<file path="src/rtl/icbm_pkg.sv">
package icbm_pkg;
  typedef enum logic [1:0] {
    OP_SCMP  = 2'b00,
    OP_UCMP  = 2'b01,
    OP_BFIND = 2'b10,
    OP_RSVD  = 2'b11
  } icbm_op_e;
endpackage

</file>
<file path="src/rtl/icbm_sub_cmp.sv">
// Subtract-and-patch compare: diff = b - a, with the top bit taken from
// one operand when the operand signs disagree.
module icbm_sub_cmp #(
  parameter int W           = 32,
  parameter bit SIGN_FROM_A = 1'b0
) (
  input  logic [W-1:0] a,
  input  logic [W-1:0] b,
  output logic [W-1:0] diff
);
  localparam int MSB = W - 1;

  logic [W-1:0] raw;
  logic         sign_split;
  logic         patch_bit;

  always_comb begin
    raw        = b + ~a + {{(W-1){1'b0}}, 1'b1};
    sign_split = a[MSB] ^ b[MSB];
  end

  generate
    if (SIGN_FROM_A) begin : g_from_a
      always_comb patch_bit = a[MSB];
    end else begin : g_from_b
      always_comb patch_bit = b[MSB];
    end
  endgenerate

  always_comb begin
    diff      = raw;
    diff[MSB] = sign_split ? patch_bit : raw[MSB];
  end
endmodule

</file>
<file path="src/rtl/icbm_byte_find.sv">
// Most-significant-first byte lane match, 1-based index, 0 when none.
module icbm_byte_find #(
  parameter int W    = 32,
  parameter int LANE = 8,
  localparam int NL  = W / LANE,
  localparam int IW  = $clog2(NL + 1)
) (
  input  logic [W-1:0]  a,
  input  logic [W-1:0]  b,
  output logic [IW-1:0] idx
);
  logic [NL-1:0] lane_eq;

  genvar g;
  generate
    for (g = 0; g < NL; g++) begin : g_lane
      assign lane_eq[g] = (a[g*LANE +: LANE] == b[g*LANE +: LANE]);
    end
  endgenerate

  // Walk upward from lane 0; later (higher) lanes override, so the most
  // significant matching lane wins.
  always_comb begin
    idx = '0;
    for (int i = 0; i < NL; i++) begin
      if (lane_eq[i]) idx = IW'(NL - i);
    end
  end
endmodule

</file>
<file path="src/rtl/icbm_out_reg.sv">
module icbm_out_reg #(
  parameter int W = 32
) (
  input  logic         clk,
  input  logic         rst_n,
  input  logic         load,
  input  logic [W-1:0] d,
  output logic         vld,
  output logic [W-1:0] q
);
  logic         vld_nx;
  logic [W-1:0] q_nx;

  always_comb begin
    vld_nx = load;
    q_nx   = load ? d : q;
  end

  always_ff @(posedge clk or negedge rst_n) begin
    if (!rst_n) begin
      vld <= 1'b0;
      q   <= '0;
    end else begin
      vld <= vld_nx;
      q   <= q_nx;
    end
  end
endmodule

</file>
<file path="src/rtl/cmp_bytefind_unit.sv">
module cmp_bytefind_unit
  import icbm_pkg::*;
#(
  parameter int W    = 32,
  parameter int LANE = 8
) (
  input  logic         clk,
  input  logic         rst_n,
  input  logic         in_valid,
  input  logic [1:0]   op,
  input  logic [W-1:0] a,
  input  logic [W-1:0] b,
  output logic         out_valid,
  output logic [W-1:0] result
);
  localparam int NL  = W / LANE;
  localparam int IW  = $clog2(NL + 1);
  localparam int MSB = W - 1;

  icbm_op_e     op_e;
  logic [W-1:0] s_diff;
  logic [W-1:0] u_diff;
  logic [IW-1:0] find_idx;
  logic [W-1:0] res_comb;

  assign op_e = icbm_op_e'(op);

  icbm_sub_cmp #(.W(W), .SIGN_FROM_A(1'b0)) u_scmp (
    .a(a), .b(b), .diff(s_diff)
  );

  icbm_sub_cmp #(.W(W), .SIGN_FROM_A(1'b1)) u_ucmp (
    .a(a), .b(b), .diff(u_diff)
  );

  icbm_byte_find #(.W(W), .LANE(LANE)) u_find (
    .a(a), .b(b), .idx(find_idx)
  );

  always_comb begin
    unique case (op_e)
      OP_SCMP:  res_comb = s_diff;
      OP_UCMP:  res_comb = u_diff;
      OP_BFIND: res_comb = {{(W-IW){1'b0}}, find_idx};
      default:  res_comb = '0;
    endcase
  end

  icbm_out_reg #(.W(W)) u_oreg (
    .clk(clk), .rst_n(rst_n), .load(in_valid), .d(res_comb),
    .vld(out_valid), .q(result)
  );

  // signed compare with split signs takes its top bit from b
  p_signed_msb_r1: assert property (@(posedge clk) disable iff (!rst_n)
    (in_valid && op == 2'b00 && (a[MSB] != b[MSB])) |=> (result[MSB] == $past(b[MSB])));

  // unsigned compare with split signs takes its top bit from a
  p_unsigned_msb_r2: assert property (@(posedge clk) disable iff (!rst_n)
    (in_valid && op == 2'b01 && (a[MSB] != b[MSB])) |=> (result[MSB] == $past(a[MSB])));

  // equal signs give the plain difference
  p_plain_diff_r3: assert property (@(posedge clk) disable iff (!rst_n)
    (in_valid && !op[1] && (a[MSB] == b[MSB])) |=> (result == $past(b - a)));

  // a matching top lane always reports position 1
  p_top_lane_r4: assert property (@(posedge clk) disable iff (!rst_n)
    (in_valid && op == 2'b10 && (a[MSB -: LANE] == b[MSB -: LANE])) |=> (result == W'(1)));

  // reserved code yields zero
  p_rsvd_zero_r5: assert property (@(posedge clk) disable iff (!rst_n)
    (in_valid && op == 2'b11) |=> (result == '0));

  // valid follows the request by one cycle
  p_valid_follow_r6: assert property (@(posedge clk) disable iff (!rst_n)
    in_valid |=> out_valid);

  // idle cycles keep the result word
  p_hold_r8: assert property (@(posedge clk) disable iff (!rst_n)
    !in_valid |=> ($stable(result) && !out_valid));
endmodule

</file>
<file path="config.mk">
export PLATFORM = sky130hd
export DESIGN_NAME = cmp_bytefind_unit
export DESIGN_NICKNAME = d
export VERILOG_FILES = /design/src/rtl/icbm_pkg.sv /design/src/rtl/icbm_sub_cmp.sv /design/src/rtl/icbm_byte_find.sv /design/src/rtl/icbm_out_reg.sv /design/src/rtl/cmp_bytefind_unit.sv
export SDC_FILE = /design/constraint.sdc
export NUM_CORES = 1
export LEC_CHECK = 0
export ABC_AREA = 1
export BUFFER_PORTS_ARGS = -buffer_cell sky130_fd_sc_hd__buf_2
export CORE_AREA = 2 2 97 99
export DETAILED_ROUTE_END_ITERATION = 8
export DIE_AREA = 0 0 99 101
export GPL_ROUTABILITY_DRIVEN = 0
export PLACE_DENSITY = 0.77
export SLEW_MARGIN = 20
export SYNTH_ARGS = -nofsm -noshare
export SYNTH_HDL_FRONTEND = slang
export SYNTH_SLANG_ARGS = --single-unit
</file>
<file path="constraint.sdc">
create_clock -name clk -period 1.6 [get_ports clk]
set_input_delay 0.32 -clock clk [delete_from_list [all_inputs] [get_ports clk]]
set_output_delay 0.32 -clock clk [all_outputs]
set_load 0.02 [all_outputs]
</file>
* Word-level counts from Yosys, hierarchy flattened
Index checks and enable logic that the tools add are counted.
** Word-level totals
- Logic and storage cells :: 20
- Input port bits :: 69
- Register bits after elaboration :: 33
- Output and inout bits :: 33
** Operators by class
- Bitwise logic cells :: 2
- Eq/ne operators :: 6
- Multiplexer cells :: 7
- Add/sub/neg operators :: 2
- Reductions and logical operators :: 1
** Operators with widths (number)
- $pmux W32 S3 :: 1
- $add A32 B1 Y32 const B :: 1
- $add A32 B32 Y32 :: 1
- $eq A8 B8 Y1 :: 4
- $not A32 Y32 :: 1
- $mux W3 :: 4
- $eq A2 B1 Y1 const B :: 1
- $eq A2 B2 Y1 const B :: 1
- $logic_not A2 Y1 :: 1
- $mux W1 :: 2
- $xor A1 B1 Y1 :: 1

* Logic depth before layout (Yosys ltp)
Gate-level depths: netlist of run 1.
- Depth in word-level cells :: 6
- Depth in mapped cells :: 14
- Depth with buffers taken out :: 14

* Cells and area by module
Synthesis of run 1 repeated with hierarchy kept, for this count alone.
** Second synthesis, totals
- Cells, all modules :: 1434
- Area total of the unflattened synthesis :: 7541.0 um2
** By module, submodules not included
- icbm_sub_cmp at u_ucmp :: seq. area each 0.0 um2, area each 2539.9 um2, cells an instance 524, times used 1
- icbm_sub_cmp at u_scmp :: seq. area each 0.0 um2, area each 2526.2 um2, cells an instance 526, times used 1
- icbm_out_reg :: seq. area each 825.8 um2, area each 1317.5 um2, cells an instance 137, times used 1
- icbm_byte_find :: seq. area each 0.0 um2, area each 620.6 um2, cells an instance 135, times used 1
- cmp_bytefind_unit :: seq. area each 0.0 um2, area each 536.8 um2, cells an instance 112, times used 1

* Least setup slack after synthesis of run 1
Ideal clock, no wire load.
- Path kind :: input to register
- Start point :: input a[5]
- End point :: register u_oreg.q[31]
- Data arrival time :: 1.917 ns
- Setup time :: 0.126 ns
- Required time :: 1.474 ns
- Stages :: 13
- Buffers on the path :: 0
- Path slack :: -0.443 ns
- Path through :: inv_1 ha_1 nand2_1 nor2_1 and2_1 nand2_1 nand3_2 nand2_2 nand2_2 a21oi_1 fa_1 o21ai_0 o21ai_0
** Between the ends
- Cells in the longest elaborated chain, start to end :: 5
- Elaborated cells on any way between the ends :: 6
- Those cells by class :: add/sub: 2; mux: 3; bitwise: 1
** Ends and longest elaborated chain
- start, declared :: RTL line cmp_bytefind_unit.sv:11 : input logic [W-1:0] a,
- $not A32 Y32 * :: RTL line icbm_sub_cmp.sv:18 : raw = b + ~a + {{(W-1){1'b0}}, 1'b1};
- $add A32 B32 Y32 * :: RTL line icbm_sub_cmp.sv:18
- $add A32 B1 Y32 * :: RTL line icbm_sub_cmp.sv:18
- $mux W1 :: RTL line icbm_sub_cmp.sv:32 : diff[MSB] = sign_split ? patch_bit : raw[MSB];
- $pmux W32 S3 * :: RTL line cmp_bytefind_unit.sv:41 : unique case (op_e)
- end signal, assigned :: RTL line icbm_out_reg.sv:25 : q <= q_nx;
- end, declared :: RTL line icbm_out_reg.sv:9 : output logic [W-1:0] q
Every way passes the cells marked *; elsewhere a longest branch is shown, timed or not.
A chain may end at the register's enable or synchronous reset.

* Worst setup path after layout of run 1
- Start point :: input a[12]
- End point :: register u_oreg.q[31]
The elaborated chain is that of the path after synthesis.

==> impl_table.tex, run 1 <==
\begin{tabular}{lr}
\hline
Metric & Value \\
\hline
\multicolumn{2}{l}{\textbf{Synth}} \\
Synthesized instance count & around 650 \\
Area of the mapped netlist & 0.00372 sq mm \\
Ys Warns & 0 \\
Top FF cell, synth & sky130\_fd\_sc\_hd\_\_dfrtp\_1 \\
Cell type with the largest total area after synthesis & sky130\_fd\_sc\_hd\_\_nand2\_1 \\
Syn Area/Cell & 5.70 sq um \\
Post-Synthesis Net Count & 756 \\
Number of synthesized register bits & 33 \\
Post-synthesis sequential area ratio & between 20 and 25\% \\
Distinct cell type count of the synthesized netlist & 29 \\
Async set or reset register ratio after synthesis & between 90\% and 100\% \\
Cell types with the highest counts after synthesis & sky130\_fd\_sc\_hd\_\_nand2\_1, sky130\_fd\_sc\_hd\_\_inv\_1, sky130\_fd\_sc\_hd\_\_nor2\_1 \\
Cell types with the largest area share after synthesis & sky130\_fd\_sc\_hd\_\_nand2\_1, sky130\_fd\_sc\_hd\_\_dfrtp\_1, sky130\_fd\_sc\_hd\_\_inv\_1 \\
Post-synth EDFFs & 0 \\
Top cell type's share of synthesized area & 26.7\% \\
Most frequent cell after synthesis & sky130\_fd\_sc\_hd\_\_nand2\_1 \\
\multicolumn{2}{l}{\textbf{STA}} \\
RSZ-0062 raised after global routing & true \\
Tightest Pin Transition & between 0.5 and 0.6 ns \\
Skew final & 0 ns \\
Final Slew Violations & 0 \\
Slew margin rel. & about 64\% \\
Fmax & around 0.56 GHz \\
Period utilisation layout & 111\% \\
Minimum clock period after layout & about 1.8 ns \\
Worst Slack Setup Final & -0.179 ns \\
Total count of hold-check failures in the final report & 0 \\
Final Setup Violations & 9 \\
\multicolumn{2}{l}{\textbf{Power and ir drop}} \\
Maximum VDD drop & 0.000579 V \\
Overall power of the completed layout & 4.05 mW \\
Leakage Power & 3.63 nW \\
Areal power density over the cells & around 640 mW/mm\^{}2 \\
\multicolumn{2}{l}{\textbf{Global routing}} \\
Gr usage total & around a quarter \\
Maximum number of pins on one net before global-route repair & 22 \\
Vias in the first global route & 4760 \\
Remaining global-route overflow & 0 \\
Initial antenna violation count & 0 \\
First-pass GRT wire length & 20700 um \\
\multicolumn{2}{l}{\textbf{Run}} \\
Number of maximum-capacitance violations & 0 \\
\multicolumn{2}{l}{\textbf{Detailed routing}} \\
Post-detailed-route via-to-cell ratio & 5.32 \\
Number of nets with antenna violations after detailed routing & 0 \\
Detailed-route DRC error count & 0 \\
First-pass iteration count of the detailed router & 5 \\
Total detailed-routing wirelength & $\sim$15000 um \\
Routed len/inst & around 16 um \\
Vias post-DR & around 5200 \\
Count of routing violations after the opening detailed-route iteration & roughly 430 \\
\multicolumn{2}{l}{\textbf{Die}} \\
Effective utilization at floorplan & 41.5\% \\
Die span in y & 101 um \\
Horizontal extent of the die & 99 um \\
Row count & 35 \\
Placeable core region & $\sim$0.009 sq mm \\
Die area & $\sim$0.010 sq mm \\
I/O pin count & slightly above 100 \\
\multicolumn{2}{l}{\textbf{Clock network}} \\
Clock-pin transition on the worst setup and hold timing paths & about 0.070 ns \\
Cts bufs inserted & 5 \\
Clk Latency, worst-skew pair & 0.29 ns \\
CTS HTree Levels & 2 \\
Cell at the root of the clock tree & sky130\_fd\_sc\_hd\_\_clkbuf\_8 \\
Clock Sinks & 33 \\
Maximum clock insertion buffer count & 2 \\
TritonCTS clock tree & yes \\
\multicolumn{2}{l}{\textbf{Outcome}} \\
Outcome & finished with violations \\
Failing checks & setup timing \\
\multicolumn{2}{l}{\textbf{Critical path}} \\
Data arrival time of the critical path & slightly below 2 ns \\
Worst R2R Setup Slack & 0.85 ns \\
Critical path capture point type & flip-flop \\
Worst Path Max Fanout & 3 \\
Worst Path Class, Setup & input pin to flip-flop \\
Sort of element at the start of the critical path & input pin \\
Required @ worst endpoint & around 1.8 ns \\
\multicolumn{2}{l}{\textbf{Final layout}} \\
Diodes inserted & 0 \\
Post-layout nets & around 960 \\
Layout Area Growth over Synthesis & 71.3\% \\
Number of standard cells in the final layout excluding fillers & 971 \\
Design Area, Final & around 0.0064 sq mm \\
Layout cell share with drive strength beyond 1 & about half \\
\multicolumn{2}{l}{\textbf{Placed design}} \\
Total instance count after detailed placement & 943 \\
Post-detailed-placement half-perimeter wirelength & between 9000 and 10000 um \\
Worst slack, placed & -0.552 ns \\
Count of input and output buffers & about 100 \\
Placed instance area & around 0.0054 sq mm \\
\multicolumn{2}{l}{\textbf{Min path}} \\
Path class of the lowest-slack min-delay path & input pin to flip-flop \\
\hline
\end{tabular}
[metal layers]
| metal | wire (um) | track usage [%] | up-vias | part of all wire [%] |
|---|---|---|---|---|
| li1 | - | - | 2393 | - |
| met5 | 0 | 0 | - | 0 |
| met3 | 1270 | 4.02 | 95 | 8.4 |
| met2 | 7420 | 45.6 | 334 | 49 |
| met1 | 5600 | 29.8 | 2346 | 37 |
| met4 | 815 | 9.69 | 0 | 5.4 |
[worst max-delay path, stage by stage]
cell                      delay [ns]
sky130_fd_sc_hd__buf_2          0.09
sky130_fd_sc_hd__inv_2          0.04
sky130_fd_sc_hd__ha_4           0.26
sky130_fd_sc_hd__nand2_1        0.05
sky130_fd_sc_hd__nand2_1        0.08
sky130_fd_sc_hd__nand2_1        0.08
sky130_fd_sc_hd__nand2_2        0.09
sky130_fd_sc_hd__nand2_2        0.05
sky130_fd_sc_hd__nand2_2        0.11
sky130_fd_sc_hd__a21oi_4        0.08
sky130_fd_sc_hd__nand2_2        0.10
sky130_fd_sc_hd__a21oi_4        0.07
sky130_fd_sc_hd__fa_2           0.35
sky130_fd_sc_hd__o21ai_2        0.11
sky130_fd_sc_hd__o21ai_1        0.07
[state kept, by name, indices dropped and copies added (netlist names)]
name / cells
u_oreg.q: 32
u_oreg.vld: 1
[power breakdown]
group          internal [mW]  leakage [nW]  switching [mW]
combinational          0.952          3.15            1.26
sequential             0.936         0.425          0.0565
clock                  0.467        0.0543           0.381
total                   2.36          3.63            1.70
[layout by cell type (no fill, tap or decap), types with 2 or more instances in the layout]
cell / n
sky130_fd_sc_hd__buf_2: 84
sky130_fd_sc_hd__dfrtp_1: 33
sky130_fd_sc_hd__nor3_1: 2
sky130_fd_sc_hd__a21oi_2: 8
sky130_fd_sc_hd__a21oi_1: 19
sky130_fd_sc_hd__inv_2: 21
sky130_fd_sc_hd__ha_4: 27
sky130_fd_sc_hd__nand2_4: 19
sky130_fd_sc_hd__nor2_2: 11
sky130_fd_sc_hd__nand2_1: 189
sky130_fd_sc_hd__nor2_4: 12
sky130_fd_sc_hd__a21oi_4: 6
sky130_fd_sc_hd__nand3_4: 5
sky130_fd_sc_hd__nand3_1: 24
sky130_fd_sc_hd__o21ai_0: 7
sky130_fd_sc_hd__inv_1: 115
sky130_fd_sc_hd__nor2_1: 23
sky130_fd_sc_hd__o21bai_1: 2
sky130_fd_sc_hd__ha_1: 4
sky130_fd_sc_hd__o21bai_2: 2
sky130_fd_sc_hd__fa_2: 3
sky130_fd_sc_hd__o21ai_2: 3
sky130_fd_sc_hd__buf_6: 19
sky130_fd_sc_hd__nand4_1: 6
sky130_fd_sc_hd__nand2_2: 64
sky130_fd_sc_hd__nand3_2: 12
sky130_fd_sc_hd__buf_8: 3
sky130_fd_sc_hd__nor3_2: 2
sky130_fd_sc_hd__o21ai_1: 8
sky130_fd_sc_hd__o211ai_1: 2
sky130_fd_sc_hd__clkbuf_8: 5
sky130_fd_sc_hd__inv_4: 7
sky130_fd_sc_hd__nand3b_1: 2
sky130_fd_sc_hd__buf_4: 97
[stage by stage]
stage	hold WS (ns)	utilization (%)	TNS [ns]
after global placement	0.290	60.2	-5.76
final	0.146	71.1	-0.483
after CTS	0.142	63.7	-0.129
after global routing	0.137	71.1	-1.37
after detailed placement	0.300	60.2	-6.84
after floorplan	0.0244	-	-0.331
[path summary, 6_finish.rpt]
check                                  start      endpoint  cells after the start
worst min register to register  u_oreg.q[24]  u_oreg.q[24]                      2
worst max-delay path                   a[12]  u_oreg.q[31]                     15
min in group asynchronous              rst_n  u_oreg.q[14]                      2
worst max register to register   u_oreg.q[4]   u_oreg.q[4]                      1
max in group asynchronous              rst_n   u_oreg.q[0]                      3
worst min-delay path                in_valid    u_oreg.vld                      1
[layout make-up]
cell class	instances	area, sq um
multi-input cells	469	3290
fillers	618	2600
repair buffers	205	1440
flip-flops and latches	33	826
inverters	145	569
well taps	111	139
clock buffers	5	68.8
clock inverters	3	46.3
[logic make-up (layout without fill, tap and decap cells)]
family	count (synthesis)	count (layout)	synth area share, %
xor+xnor	2	2	0.470
flops	33	33	22.2
fa+ha+maj	34	34	12.0
simple gates	373	373	41.2
compound gates	60	60	8.87
buf+inv	151	358	15.3
[timing repair]
item,in CTS,in global routing
pin swaps,28,83
hold buffers,1,0
gates cloned,0,0
resized for setup,36,173
setup buffers,8,15
endpoints found under the hold margin,16,0
setup endpoints to repair,2,25
Note: power is estimated with default switching activity, not from simulation.
==> run 2: changes to the inputs <==
--- a/config.mk
+++ b/config.mk
@@ -7,11 +7,12 @@
 export LEC_CHECK = 0
 export ABC_AREA = 1
 export BUFFER_PORTS_ARGS = -buffer_cell sky130_fd_sc_hd__buf_2
-export CORE_AREA = 2 2 97 99
+export CAP_MARGIN = 20
+export CORE_AREA = 2 2 94 96
 export DETAILED_ROUTE_END_ITERATION = 8
-export DIE_AREA = 0 0 99 101
+export DIE_AREA = 0 0 96 98
 export GPL_ROUTABILITY_DRIVEN = 0
-export PLACE_DENSITY = 0.77
+export PLACE_DENSITY = 0.81
 export SLEW_MARGIN = 20
 export SYNTH_ARGS = -nofsm -noshare
 export SYNTH_HDL_FRONTEND = slang
==> run 2 against run 1 <==
- the flow finishes with violations (DRC, setup timing)
- non-clock buffer count down 4
- register-to-register slack better by 0.03 ns
- clock-buffer cell count up 1
- utilization up 2.6 points
- global-route usage up 2.2 points
- sequential share of layout area up 0.31 points
- critical endpoint unchanged
- largest cell class unchanged
==> impl_table.tex, run 2 (same netlist as run 1, synthesis figures left out) <==
\begin{tabular}{lr}
\hline
Metric & Value \\
\hline
\multicolumn{2}{l}{\textbf{Critical path}} \\
Sort of element at the start of the critical path & input pin \\
Critical Path Start & a[12] \\
Data arrival time of the critical path & about 2.1 ns \\
Origin of the critical flop-to-flop path & u\_oreg.q[4] \\
Worst Path Class, Setup & input pin to flip-flop \\
Worst R2R Setup Slack & 0.88 ns \\
Worst Path Max Fanout & 3 \\
Required @ worst endpoint & between 1.5 and 2 ns \\
Critical path capture point type & flip-flop \\
\multicolumn{2}{l}{\textbf{Outcome}} \\
Outcome & finished with violations \\
Failing checks & DRC, setup timing \\
\multicolumn{2}{l}{\textbf{Placed design}} \\
Post-detailed-placement half-perimeter wirelength & 9870 um \\
Placed instance area & about 0.0054 sq mm \\
Worst slack, placed & -0.514 ns \\
Count of input and output buffers & a little over 100 \\
\multicolumn{2}{l}{\textbf{Final layout}} \\
Layout cell share with drive strength beyond 1 & a little under half \\
Design Area, Final & around 0.0062 sq mm \\
Fillcell total & about 570 \\
Total area of multi-input combinational cells & 0.00326 sq mm \\
Most flop-heavy register & u\_oreg.q \\
Leading cell types in the layout, fill and taps excluded & sky130\_fd\_sc\_hd\_\_nand2\_1, sky130\_fd\_sc\_hd\_\_inv\_1, sky130\_fd\_sc\_hd\_\_buf\_4, sky130\_fd\_sc\_hd\_\_buf\_2, sky130\_fd\_sc\_hd\_\_nand2\_2 \\
Sequential standard cell area & just over 800 sq um \\
Post-layout nets & approximately 960 \\
Max FFs per register & 32 \\
Most frequent standard cell in the layout excluding fill and tap cells & sky130\_fd\_sc\_hd\_\_nand2\_1 \\
Diodes inserted & 0 \\
Layout Area Growth over Synthesis & 67.3\% \\
Largest regs & u\_oreg.q: 32 flops, u\_oreg.vld: 1 flops \\
\multicolumn{2}{l}{\textbf{Clock network}} \\
Cell at the root of the clock tree & sky130\_fd\_sc\_hd\_\_clkbuf\_8 \\
CTS HTree Levels & 2 \\
TritonCTS clock tree & yes \\
Clock Sinks & 33 \\
Cts bufs inserted & 5 \\
Maximum clock insertion buffer count & 2 \\
Clock-pin transition on the worst setup and hold timing paths & $\sim$0.07 ns \\
Clk Latency, worst-skew pair & 0.29 ns \\
\multicolumn{2}{l}{\textbf{STA}} \\
Tightest Pin Transition & $\sim$0.54 ns \\
Fmax & approximately 0.52 GHz \\
Skew final & 0 ns \\
Final worst hold slack & roughly 0.14 ns \\
RSZ-0062 raised after global routing & true \\
Final Slew Violations & 0 \\
Slew margin rel. & 63.9\% \\
Minimum clock period after layout & between 1.5 and 2 ns \\
Sum of negative setup slack & -1.61 ns \\
Total count of hold-check failures in the final report & 0 \\
Worst Slack Setup Final & -0.309 ns \\
Period utilisation layout & 119\% \\
Final Setup Violations & 16 \\
\multicolumn{2}{l}{\textbf{Global routing}} \\
Maximum number of pins on one net before global-route repair & 33 \\
First-pass GRT wire length & roughly 21000 um \\
Vias in the first global route & 4850 \\
Gr usage total & about 27\% \\
Remaining global-route overflow & 0 \\
Initial antenna violation count & 0 \\
\multicolumn{2}{l}{\textbf{Detailed routing}} \\
Total detailed-routing wirelength & between 15000 and 20000 um \\
Count of routing violations after the opening detailed-route iteration & roughly 650 \\
Detailed-route DRC error count & 4 \\
Number of nets with antenna violations after detailed routing & 0 \\
Post-detailed-route via-to-cell ratio & $\sim$5.6 \\
Vias post-DR & $\sim$5400 \\
Routed len/inst & between 15 and 20 um \\
First-pass iteration count of the detailed router & 9 \\
\multicolumn{2}{l}{\textbf{Power and ir drop}} \\
Switching power total & 1.70 mW \\
Switch share & between 40 and 50\% \\
Gate power share & between 50\% and 60\% \\
Clock network fraction of total power & between 15 and 20\% \\
Areal power density over the cells & 621 mW/mm\^{}2 \\
Maximum VDD drop & 0.000434 V \\
Internal Pwr Total & between 2 and 2.5 mW \\
Proportion of power drawn by flip-flops and latches & between 20 and 30\% \\
Overall power of the completed layout & 3.87 mW \\
Leakage Power & 3.56 nW \\
\multicolumn{2}{l}{\textbf{Die}} \\
Horizontal extent of the die & approximately 96 um \\
Die area & about 0.0094 sq mm \\
I/O pin count & slightly above 100 \\
Placeable core region & about 0.0085 sq mm \\
Row count & 34 \\
Effective utilization at floorplan & a little over two fifths \\
Die span in y & slightly below 100 um \\
\multicolumn{2}{l}{\textbf{Min path}} \\
Start point of the worst min-delay path & in\_valid \\
Path class of the lowest-slack min-delay path & input pin to flip-flop \\
\multicolumn{2}{l}{\textbf{Run}} \\
Number of maximum-capacitance violations & 0 \\
\hline
\end{tabular}
==> run 2: through the flow <==
stage	util (%)	cells
4_1_cts	67.6	960
3_3_place_gp	63.9	941
3_5_place_dp	63.9	941
5_1_grt	73.6	964
6_report	73.6	964
2_1_floorplan	-	653
==> run 2: repair_timing <==
item | CTS | global route
hold buffers | 1 | 0
setup endpoints to repair | 7 | 26
setup buffers | 10 | 5
pin swaps | 32 | 37
resized for setup | 36 | 148
endpoints found under the hold margin | 15 | 0
==> run 2: worst paths after layout <==
| check | cells past startpoint | to |
|---|---|---|
| max | 15 | u_oreg.q[31] |
| min | 1 | u_oreg.vld |
| max reg2reg | 1 | u_oreg.q[4] |
| min reg2reg | 2 | u_oreg.q[21] |
| max in group asynchronous | 3 | u_oreg.q[25] |
| min in group asynchronous | 2 | u_oreg.q[1] |
==> run 2: critical path: stages <==
cell	delay, ns
sky130_fd_sc_hd__buf_2	0.11
sky130_fd_sc_hd__inv_2	0.06
sky130_fd_sc_hd__ha_4	0.22
sky130_fd_sc_hd__nand2_1	0.10
sky130_fd_sc_hd__nand2_1	0.09
sky130_fd_sc_hd__nand2_1	0.09
sky130_fd_sc_hd__nand2_2	0.07
sky130_fd_sc_hd__nand2_1	0.07
sky130_fd_sc_hd__nand2_2	0.07
sky130_fd_sc_hd__a21oi_2	0.20
sky130_fd_sc_hd__nand2_2	0.12
sky130_fd_sc_hd__a21oi_4	0.20
sky130_fd_sc_hd__fa_2	0.23
sky130_fd_sc_hd__o21ai_2	0.05
sky130_fd_sc_hd__o21ai_1	0.13
==> run 2: layer usage <==
metal / vias to the layer above / routed length (um) / GRT usage [%]
met2: 448 / 7750 / 48.2
met4: 0 / 1280 / 11.9
li1: 2384 / - / -
met3: 148 / 1690 / 3.70
met1: 2376 / 5600 / 32.6
met5: - / 0 / 0
==> run 2: layout make-up <==
cell class	instances	area share (%)
sequential	33	13.3
multi-input combinational	469	52.3
timing repair buffer	201	21.9
clock inverter	2	0.161
inverter	145	9.01
tap	108	2.17
clock buffer	6	1.16
==> run 2: power groups by stage <==
stage          sequential, mW  clock [mW]  combinational (mW)
2_1_floorplan            1.13           0               0.881
3_3_place_gp             1.00           0                1.68
3_5_place_dp             1.01           0                1.74
4_1_cts                 0.994       0.651                1.83
5_1_grt                  1.01       0.692                2.38
6_report                0.995       0.646                2.23
